## src/rtl/nmc_pkg.sv

```systemverilog
package nmc_pkg;
  localparam int MSG_W = 8;
  localparam logic [MSG_W-1:0] MSG_SEEK = 8'h0F;
  localparam logic [MSG_W-1:0] MSG_ACK  = 8'hFF;

  typedef enum logic [1:0] {
    MODE_IDLE = 2'd0,
    MODE_ROOT = 2'd1,
    MODE_LEAF = 2'd2
  } node_mode_e;

  typedef enum logic [1:0] {
    PH_SEND    = 2'd0,
    PH_COLLECT = 2'd1,
    PH_BACKOFF = 2'd2
  } seek_phase_e;
endpackage

```

## src/rtl/nmc_pick.sv

```systemverilog
module nmc_pick
  import nmc_pkg::*;
#(
  parameter int NPORTS  = 4,
  parameter int DEPTH_W = 8,
  parameter int PORT_W  = 2
) (
  input  logic [NPORTS-1:0]         rx_valid,
  input  logic [NPORTS*MSG_W-1:0]   rx_type,
  input  logic [NPORTS*DEPTH_W-1:0] rx_depth,
  input  logic                      hold_valid,
  input  logic [DEPTH_W-1:0]        hold_depth,
  input  logic [PORT_W-1:0]         hold_port,
  output logic                      pick_valid,
  output logic [DEPTH_W-1:0]        pick_depth,
  output logic [PORT_W-1:0]         pick_port
);
  localparam logic [DEPTH_W-1:0] DEPTH_NONE = '1;

  // candidate (d,p) replaces current best (cv,cd,cp)
  function automatic logic beats(input logic [DEPTH_W-1:0] d, input logic [PORT_W-1:0] p,
                                 input logic cv, input logic [DEPTH_W-1:0] cd,
                                 input logic [PORT_W-1:0] cp);
    return !cv || (d < cd) || ((d == cd) && (p < cp));
  endfunction

  logic [NPORTS-1:0] usable;

  generate
    for (genvar g = 0; g < NPORTS; g++) begin : g_use
      assign usable[g] = rx_valid[g]
                      && (rx_type[g*MSG_W +: MSG_W] == MSG_ACK)
                      && (rx_depth[g*DEPTH_W +: DEPTH_W] != DEPTH_NONE);
    end
  endgenerate

  always_comb begin
    pick_valid = hold_valid;
    pick_depth = hold_depth;
    pick_port  = hold_port;
    for (int p = 0; p < NPORTS; p++) begin
      if (usable[p] && beats(rx_depth[p*DEPTH_W +: DEPTH_W], PORT_W'(p),
                             pick_valid, pick_depth, pick_port)) begin
        pick_valid = 1'b1;
        pick_depth = rx_depth[p*DEPTH_W +: DEPTH_W];
        pick_port  = PORT_W'(p);
      end
    end
  end
endmodule

```

## src/rtl/nmc_span.sv

```systemverilog
module nmc_span #(
  parameter int TIMER_W = 16
) (
  input  logic               clk,
  input  logic               rst_n,
  input  logic               clear,
  input  logic [TIMER_W-1:0] limit,
  output logic               last
);
  logic [TIMER_W-1:0] cnt;

  // a zero limit behaves as a one-cycle span
  function automatic logic [TIMER_W-1:0] final_count(input logic [TIMER_W-1:0] lim);
    return (lim == '0) ? '0 : lim - 1'b1;
  endfunction

  assign last = (cnt >= final_count(limit));

  always_ff @(posedge clk or negedge rst_n) begin
    if (!rst_n)     cnt <= '0;
    else if (clear) cnt <= '0;
    else            cnt <= cnt + 1'b1;
  end
endmodule

```

## src/rtl/nmc_answer.sv

```systemverilog
module nmc_answer
  import nmc_pkg::*;
#(
  parameter int NPORTS = 4
) (
  input  logic                    live,
  input  logic [NPORTS-1:0]       rx_valid,
  input  logic [NPORTS*MSG_W-1:0] rx_type,
  output logic [NPORTS-1:0]       seek_hit
);
  generate
    for (genvar g = 0; g < NPORTS; g++) begin : g_hit
      assign seek_hit[g] = live && rx_valid[g] && (rx_type[g*MSG_W +: MSG_W] == MSG_SEEK);
    end
  endgenerate
endmodule

```

## src/rtl/node_mode_ctrl.sv

```systemverilog
module node_mode_ctrl
  import nmc_pkg::*;
#(
  parameter int NPORTS  = 4,
  parameter int DEPTH_W = 8,
  parameter int TIMER_W = 16,
  parameter int KEY_W   = 8
) (
  input  logic                        clk,
  input  logic                        rst_n,
  input  logic                        host_present,
  input  logic [TIMER_W-1:0]          window_len,
  input  logic [TIMER_W-1:0]          retry_len,
  input  logic [NPORTS-1:0]           rx_valid,
  input  logic [NPORTS*MSG_W-1:0]     rx_type,
  input  logic [NPORTS*DEPTH_W-1:0]   rx_depth,
  output logic [NPORTS-1:0]           tx_valid,
  output logic [MSG_W-1:0]            tx_type,
  output logic [DEPTH_W-1:0]          tx_depth,
  input  logic                        key_in_valid,
  input  logic [KEY_W-1:0]            key_in_code,
  output logic                        key_out_valid,
  output logic [KEY_W-1:0]            key_out_code,
  output logic [1:0]                  mode,
  output logic [DEPTH_W-1:0]          own_depth,
  output logic [$clog2(NPORTS)-1:0]   parent_port
);
  localparam int PORT_W = $clog2(NPORTS);
  localparam logic [DEPTH_W-1:0] DEPTH_NONE = '1;

  function automatic logic [DEPTH_W-1:0] child_depth(input logic [DEPTH_W-1:0] d);
    return d + 1'b1;
  endfunction

  node_mode_e  mode_q;
  seek_phase_e phase_q;
  logic [DEPTH_W-1:0] depth_q;
  logic [PORT_W-1:0]  parent_q;
  logic               hold_valid;
  logic [DEPTH_W-1:0] hold_depth;
  logic [PORT_W-1:0]  hold_port;

  // named internal events
  logic               live;
  logic               in_collect;
  logic               span_last;
  logic               span_clear;
  logic [TIMER_W-1:0] span_limit;
  logic               window_close;
  logic               adopt;
  logic [NPORTS-1:0]  seek_hit;
  logic               pick_valid;
  logic [DEPTH_W-1:0] pick_depth;
  logic [PORT_W-1:0]  pick_port;

  assign live         = (mode_q != MODE_IDLE);
  assign in_collect   = (mode_q == MODE_IDLE) && (phase_q == PH_COLLECT) && !host_present;
  assign span_limit   = (phase_q == PH_COLLECT) ? window_len : retry_len;
  assign span_clear   = host_present || live || (phase_q == PH_SEND) || span_last;
  assign window_close = in_collect && span_last;
  assign adopt        = window_close && pick_valid;

  nmc_span #(.TIMER_W(TIMER_W)) u_span (
    .clk   (clk),
    .rst_n (rst_n),
    .clear (span_clear),
    .limit (span_limit),
    .last  (span_last)
  );

  nmc_pick #(.NPORTS(NPORTS), .DEPTH_W(DEPTH_W), .PORT_W(PORT_W)) u_pick (
    .rx_valid   (rx_valid),
    .rx_type    (rx_type),
    .rx_depth   (rx_depth),
    .hold_valid (hold_valid),
    .hold_depth (hold_depth),
    .hold_port  (hold_port),
    .pick_valid (pick_valid),
    .pick_depth (pick_depth),
    .pick_port  (pick_port)
  );

  nmc_answer #(.NPORTS(NPORTS)) u_answer (
    .live     (live),
    .rx_valid (rx_valid),
    .rx_type  (rx_type),
    .seek_hit (seek_hit)
  );

  always_ff @(posedge clk or negedge rst_n) begin
    if (!rst_n) begin
      mode_q     <= MODE_IDLE;
      phase_q    <= PH_SEND;
      depth_q    <= '0;
      parent_q   <= '0;
      hold_valid <= 1'b0;
      hold_depth <= DEPTH_NONE;
      hold_port  <= '0;
      tx_valid   <= '0;
      tx_type    <= '0;
      tx_depth   <= '0;
    end else begin
      tx_valid <= '0;
      if (|seek_hit) begin
        tx_valid <= seek_hit;
        tx_type  <= MSG_ACK;
        tx_depth <= depth_q;
      end
      if (host_present) begin
        mode_q     <= MODE_ROOT;
        depth_q    <= '0;
        phase_q    <= PH_SEND;
        hold_valid <= 1'b0;
      end else begin
        unique case (mode_q)
          MODE_ROOT: begin
            mode_q     <= MODE_IDLE;
            phase_q    <= PH_SEND;
            hold_valid <= 1'b0;
          end
          MODE_IDLE: begin
            unique case (phase_q)
              PH_SEND: begin
                tx_valid   <= '1;
                tx_type    <= MSG_SEEK;
                tx_depth   <= DEPTH_NONE;
                phase_q    <= PH_COLLECT;
                hold_valid <= 1'b0;
              end
              PH_COLLECT: begin
                hold_valid <= pick_valid;
                hold_depth <= pick_depth;
                hold_port  <= pick_port;
                if (adopt) begin
                  mode_q   <= MODE_LEAF;
                  depth_q  <= child_depth(pick_depth);
                  parent_q <= pick_port;
                end else if (window_close) begin
                  phase_q <= PH_BACKOFF;
                end
              end
              PH_BACKOFF: begin
                if (span_last) phase_q <= PH_SEND;
              end
              default: phase_q <= PH_SEND;
            endcase
          end
          default: mode_q <= mode_q;
        endcase
      end
    end
  end

  always_ff @(posedge clk or negedge rst_n) begin
    if (!rst_n) begin
      key_out_valid <= 1'b0;
      key_out_code  <= '0;
    end else begin
      key_out_valid <= key_in_valid && live;
      key_out_code  <= key_in_code;
    end
  end

  assign mode        = mode_q;
  assign own_depth   = depth_q;
  assign parent_port = parent_q;
endmodule

```

## config.mk

```make
export PLATFORM = sky130hd
export DESIGN_NAME = node_mode_ctrl
export DESIGN_NICKNAME = d
export VERILOG_FILES = /design/src/rtl/nmc_pkg.sv /design/src/rtl/nmc_pick.sv /design/src/rtl/nmc_span.sv /design/src/rtl/nmc_answer.sv /design/src/rtl/node_mode_ctrl.sv
export SDC_FILE = /design/constraint.sdc
export NUM_CORES = 1
export LEC_CHECK = 0
export ABC_AREA = 1
export CAP_MARGIN = 20
export CORE_UTILIZATION = 49
export DETAILED_ROUTE_END_ITERATION = 12
export PLACE_DENSITY = 0.93
export SYNTH_ARGS = -nofsm -noshare
export SYNTH_HDL_FRONTEND = slang
export SYNTH_SLANG_ARGS = --single-unit
```

## constraint.sdc

```tcl
create_clock -name clk -period 8.6 [get_ports clk]
set_clock_uncertainty 0.05 [all_clocks]
set_input_delay 1.72 -clock clk [delete_from_list [all_inputs] [get_ports clk]]
set_output_delay 1.72 -clock clk [all_outputs]
set_load 0.01 [all_outputs]
```

; Word-level counts from Yosys, hierarchy flattened
; Index checks and enable logic that the tools add are counted.
[totals]
mem_bits_ro = 0
inputBits = 112
latchBits = 0
regBits = 70
n_memories = 0
word_cells = 155
ram_bits = 0
[classes]
mul = 0
muxes = 44
n_addsub = 3
shifts = 0
order_cmp = 9
reduce_logical = 60
n_eq_ne = 25
n_div = 0
bitwise = 1
[ops]
columns = operator, count
row1 = $mux W8, 16
row2 = $mux W16, 3
row3 = $eq A8 B4 Y1 const B, 4
row4 = $eq A8 B8 Y1, 4
row5 = $eq A8 B8 Y1 const B, 4
row6 = $lt A8 B8 Y1, 4
row7 = $ne A8 B8 Y1 const B, 4
row8 = $logic_and A1 B1 Y1, 29
row9 = $mux W2, 11
row10 = $add A16 B1 Y16 const B, 1
row11 = $ge A16 B16 Y1, 1
row12 = $logic_not A16 Y1, 1
row13 = $mux W4, 4
row14 = $sub A16 B1 Y16 const B, 1
row15 = $ne A4 B4 Y1 const B, 3
row16 = $logic_or A1 B1 Y1, 11
row17 = $reduce_and A3 Y1, 3
row18 = $add A8 B1 Y8 const B, 1
row19 = $pmux W2 S2, 2
row20 = $reduce_and A4 Y1, 2
row21 = $reduce_bool A2 Y1, 4
row22 = $pmux W2 S3, 1
row23 = $logic_not A1 Y1, 5
row24 = $mux W1, 5
row25 = other kinds (13), 18

; Logic depth before layout (Yosys ltp)
[depth]
depth_word = 25
mapped_depth = 57

; By module
; From an unflattened synthesis, not the netlist that was laid out.
[hier_totals]
hier_cells = 823
area_unflattened_um2 = 5659.2
[modules_own_cells]
columns = module, instances, area_each_um2, cells_per_inst
row1 = node_mode_ctrl, 1, 2376.0, 273
row2 = nmc_span, 1, 1645.3, 248
row3 = nmc_pick, 1, 1466.4, 263
row4 = nmc_answer, 1, 171.4, 39

; Worst setup path before layout
; OpenSTA, ideal clock, no wires.
[synth_timing]
path_kind = input -> register
start = input port rx_depth[7]
end = register depth_q[4], in the netlist own_depth[4]
arrival_time_ns = 7.289
t_required_ns = 8.431
path_buffers = 4
slack_ns = 1.143
setup_ns = 0.119
stages = 48
cell_sequence = ha_1 -> nand2_1 -> nor2_2 -> nand3_1 -> nand2_1 -> inv_1 -> nand2_2 -> nand2_4 -> clkbuf_1 -> o21ai_0 -> ha_1 -> nand2_1 -> nor2_1 -> nand4_1 -> o21a_1 -> nand2_2 -> nand2_4 -> clkbuf_1 -> [12 not listed] -> nand2_1 -> o21a_1 -> inv_1 -> ha_1 -> a21oi_1 -> nor2_1 -> a211oi_1 -> nand2_2 -> nand2_4 -> nand2_4 -> buf_8 -> nand2_2 -> nand2_2 -> ha_1 -> nand2_1 -> o21bai_1 -> nand3_1 -> nand2_1
[synth_between]
elab_chain_len = 25
[synth_rtl]
columns = element, line_no
row1 = start: declaration, node_mode_ctrl.sv:16  ; input logic [NPORTS*DEPTH_W-1:0] rx_depth,
row2 = $lt A8 B8 Y1 / $eq A8 B8 Y1 (equally long branches), nmc_pick.sv:24  ; return !cv || (d < cd) || ((d == cd) && (p < cp));
row3 = $logic_or A1 B1 Y1 / $logic_and A1 B1 Y1 (equally long branches), nmc_pick.sv:24
row4 = $logic_or A1 B1 Y1, nmc_pick.sv:24
row5 = $logic_and A1 B1 Y1, nmc_pick.sv:42  ; if (usable[p] && beats(rx_depth[p*DEPTH_W +: DEPTH_W], PORT_W'(p),
row6 = "$mux W8, or another cell as far along", nmc_pick.sv:42
row7 = "$lt A8 B8 Y1, or another cell as far along", nmc_pick.sv:24
row8 = $logic_or A1 B1 Y1 / $logic_and A1 B1 Y1 (equally long branches), nmc_pick.sv:24
row9 = $logic_or A1 B1 Y1, nmc_pick.sv:24
row10 = [10 not listed], n/a
row11 = $logic_and A1 B1 Y1, nmc_pick.sv:42
row12 = $mux W8 *, nmc_pick.sv:42
row13 = net pick_depth[0], node_mode_ctrl.sv:53  ; logic [DEPTH_W-1:0] pick_depth;
row14 = $add A8 B1 Y8 *, node_mode_ctrl.sv:32  ; return d + 1'b1;
row15 = $mux W8 *, node_mode_ctrl.sv:134  ; if (adopt) begin
row16 = $mux W8 *, node_mode_ctrl.sv:122  ; unique case (phase_q)
row17 = $mux W8 *, node_mode_ctrl.sv:115  ; unique case (mode_q)
row18 = $mux W8 *, node_mode_ctrl.sv:109  ; if (host_present) begin
row19 = end signal: assignment, node_mode_ctrl.sv:136  ; depth_q <= child_depth(pick_depth);
row20 = end: declaration, node_mode_ctrl.sv:37  ; logic [DEPTH_W-1:0] depth_q;
; Mark *: on every way through the listed nets, which the timed path passes. The rest lies on a longest branch. The select of a mux whose other input is x is not followed.
; A chain may end at the register's enable or synchronous reset.

; Worst setup path in the final report
[layout_timing]
start = input port rx_depth[3]
end = register depth_q[6], in the netlist own_depth[6]
; Same word-level chain as after synthesis.

==> key figures <==
Critical path
  – Setup crit start kind: primary input
  – Crit. End Element: register
  – Slowest CP cell: clkdlybuf4s50_1
  – Crit-path most repeated cell: nand2_1
  – R2r endpoint: own_depth[6]
  – WP data required: 8.78 ns
  – Worst path max stage delay: 0.48 ns
  – CP arrival: 8.08 ns
  – R2r setup slk: 1.99 ns
  – Reg-to-reg startpoint: hold_depth[7]
  – Critical Path Fanout Max: 17
  – FF-to-FF path depth: 48
  – Crit Path Class: in2reg

Power
  – Sw power: 0.329 mW
  – Sequential Power Share: 34.8%
  – Clock power share: 31.2%
  – Internal Pwr Total: 0.708 mW
  – Pwr dens: 143 nW/um^2
  – Sw Ratio: 31.7%
  – Comb pwr share: 34.0%
  – P_leak: 3.50 nW
  – Peak VDD IR: 99.3 uV

Final layout
  – Post-Layout Cell Count: 1040
  – Final nets: 1060
  – Synth-to-Final Area Change: 35.6%
  – Commonest non-fill, non-tap cells in the layout: 173 x nand2_1, 151 x clkdlybuf4s50_1, 101 x inv_1
  – Commonest non-fill, non-tap cell in the layout: nand2_1
  – Inserted Diodes: 0
  – Fraction of layout cells with a size suffix above 1: 8.63%

Global route
  – Vias in the first global route: 5305
  – GRT Total Usage: 25.7%
  – First-pass GRT wire length: 23.3 mm
  – Initial antenna violation count: 0
  – Gr ovfl total: 0
  – Largest net degree at the start of global routing: 71

Clock network
  – CTS tree: built
  – Clk_lat worst skew: 0.34 ns
  – Clock Tree Root: clkbuf_8
  – CTS sink count: 70
  – Post-CTS Hold Fix Bufs: 0
  – Post_cts resized: 0
  – CTS Buffer Depth: 2
  – Postcts setup bufs: 0
  – CTS buffer count: 9
  – CTS H-tree depth: 3
  – Worst-path clk slew: 0.07 ns

Synthesis
  – Mean area per synthesized cell: 7.17 um^2
  – Synth warn: 0
  – Distinct cells, synth: 38
  – Mapped Area: 5340 um^2
  – Number of synthesized flops with an enable pin: 0
  – Top_reg_cell synth: dfrtp_1
  – Flops & latches, synth: 70
  – Synthesized Nets: 904
  – Top post-synthesis cells by area: dfrtp_1 29%, nand2_1 12%, ha_1 11%
  – Yosys top cell by area: dfrtp_1
  – Syn Inst Count: 744
  – Post-synth top area share: 29.1%
  – Asr flop ratio synth: 100%
  – Post-synthesis sequential area ratio: 33.0%

Hold path
  – Worst hold path class: reg2reg
  – Hold path startpoint: tx_type[2]
  – Hold EP: tx_type[2]
  – Min-Delay Path Depth: 2

Timing
  – WHS: 0.422 ns
  – Fin crit share: 91.8%
  – Crit path time final: 7.90 ns
  – Fin. max-slew vios: 0
  – Unrepaired setup endpoints after global routing: no
  – Fmax: 127 MHz
  – Final Hold Viols: 0
  – Final setup violating endpoints: 0
  – Slew HR: 33.6%
  – Slew @ Worst Pin: 0.993 ns
  – Setup TNS: 0 ns

Placement
  – Global placer's final weighted congestion: 0.945
  – IO buf count: 152
  – Placed Cells: 1025
  – Post-DP HPWL: 11.5 mm

Flow run
  – Max Cap Viol: 0

Floorplan
  – Site Rows: 37
  – Die area: 11300 um^2
  – Top Ports: 153
  – Die Ht: 106 um
  – Initial Utilization: 51.0%
  – Die width: 106 um
  – CORE AREA: 10500 um^2

Run status
  – Outcome: finished, final reports clean

Drt
  – Vias after detailed routing: 5519
  – DR iter-0 viols: 320
  – DRC viols: 0
  – Routed Wire Length: 14.3 mm
  – Pre-antenna DRT Iters: 6
  – Vias/cell: 5.31
  – DR WL/cell: 13.8 um
  – Routed Antenna Nets: 0
## worst max-delay path by stage
stage	startpoint	to	slack, ns	cells after the start
6_report	rx_depth[3]	own_depth[6]	0.70	48
5_1_grt	rx_depth[3]	own_depth[6]	0.1	48
4_1_cts	rx_depth[3]	own_depth[6]	0.81	48
3_5_place_dp	rx_depth[3]	own_depth[6]	0.47	48
3_3_place_gp	rx_depth[3]	own_depth[6]	0.72	47
2_1_floorplan	rx_depth[7]	own_depth[4]	1.14	48
## cell families after synthesis
logic type	synth area share [%]
buf+inv	8.65
simple gates	33.4
compound gates	11.2
fa+ha+maj	11.3
flops	33.0
xor+xnor	1.15
mux	1.31
## per-stage QoR
stage / instance area, um^2 / util [%] / setup slack [ns] / power (mW)
after floorplan: 5340 / - / 1.14 / 0.586
after global placement: 6990 / 66.9 / 0.724 / 0.707
after detailed placement: 6990 / 66.9 / 0.468 / 0.717
after CTS: 7240 / 69.2 / 0.814 / 1.04
after global routing: 7240 / 69.2 / 0.0953 / 1.10
final: 7240 / 69.2 / 0.702 / 1.04
## per-layer routing
layer  up-vias  routed length [um]  global-route usage, %  part of all wire [%]
met3        41                 815                   2.45                   5.7
met2       229                7200                   47.7                    50
met5         -                   0                      0                     0
li1       2749                   -                      -                     -
met4         0                 431                   10.6                   3.0
met1      2500                5880                   29.9                    41
## cells in the mapped netlist (3+ instances only)
cell type,count
inv_2,5
nand2_4,8
or2_2,12
clkbuf_1,8
a21oi_1,21
dfstp_2,8
nand2_1,173
nor2_1,67
nand3_1,50
nand2_2,19
mux2i_1,7
o21a_1,11
a211oi_1,4
dfrtp_1,62
nor4_1,3
nor3_1,21
nand4_1,21
o21ai_0,60
o21bai_1,3
clkinv_1,3
nor2_2,4
inv_1,101
ha_1,48
xor2_1,6
## power by group through the flow
| stage | registers [mW] | logic [mW] | clock network, mW |
|---|---|---|---|
| 2_1_floorplan | 0.369 | 0.217 | 0 |
| 3_3_place_gp | 0.367 | 0.340 | 0 |
| 3_5_place_dp | 0.368 | 0.349 | 0 |
| 4_1_cts | 0.362 | 0.351 | 0.324 |
| 5_1_grt | 0.364 | 0.401 | 0.336 |
| 6_report | 0.361 | 0.353 | 0.323 |
## flip-flops by register name, indices dropped and copies added, names as in the netlist, 2 cells and up
register	count
own_depth	8
mode	2
tx_valid	4
tx_depth	8
u_span.cnt	16
key_out_code	8
parent_port	2
tx_type	8
hold_port	2
phase_q	2
hold_depth	8
## cell type report
class | count | area, um^2
fill | 781 | 3220
clock inverter | 5 | 106
inverter | 109 | 409
clock buffer | 10 | 138
tap | 136 | 170
timing repair buffer | 155 | 1540
multi-input combinational | 555 | 3110
sequential | 70 | 1760
## worst max-delay path: cells and delay by family
kind	cells	cell delay [ns]
simple gates	33	3.06
fa+ha+maj	5	1.50
compound gates	6	1.12
buf+inv	4	0.66
Note: power is estimated with default switching activity, not from simulation.
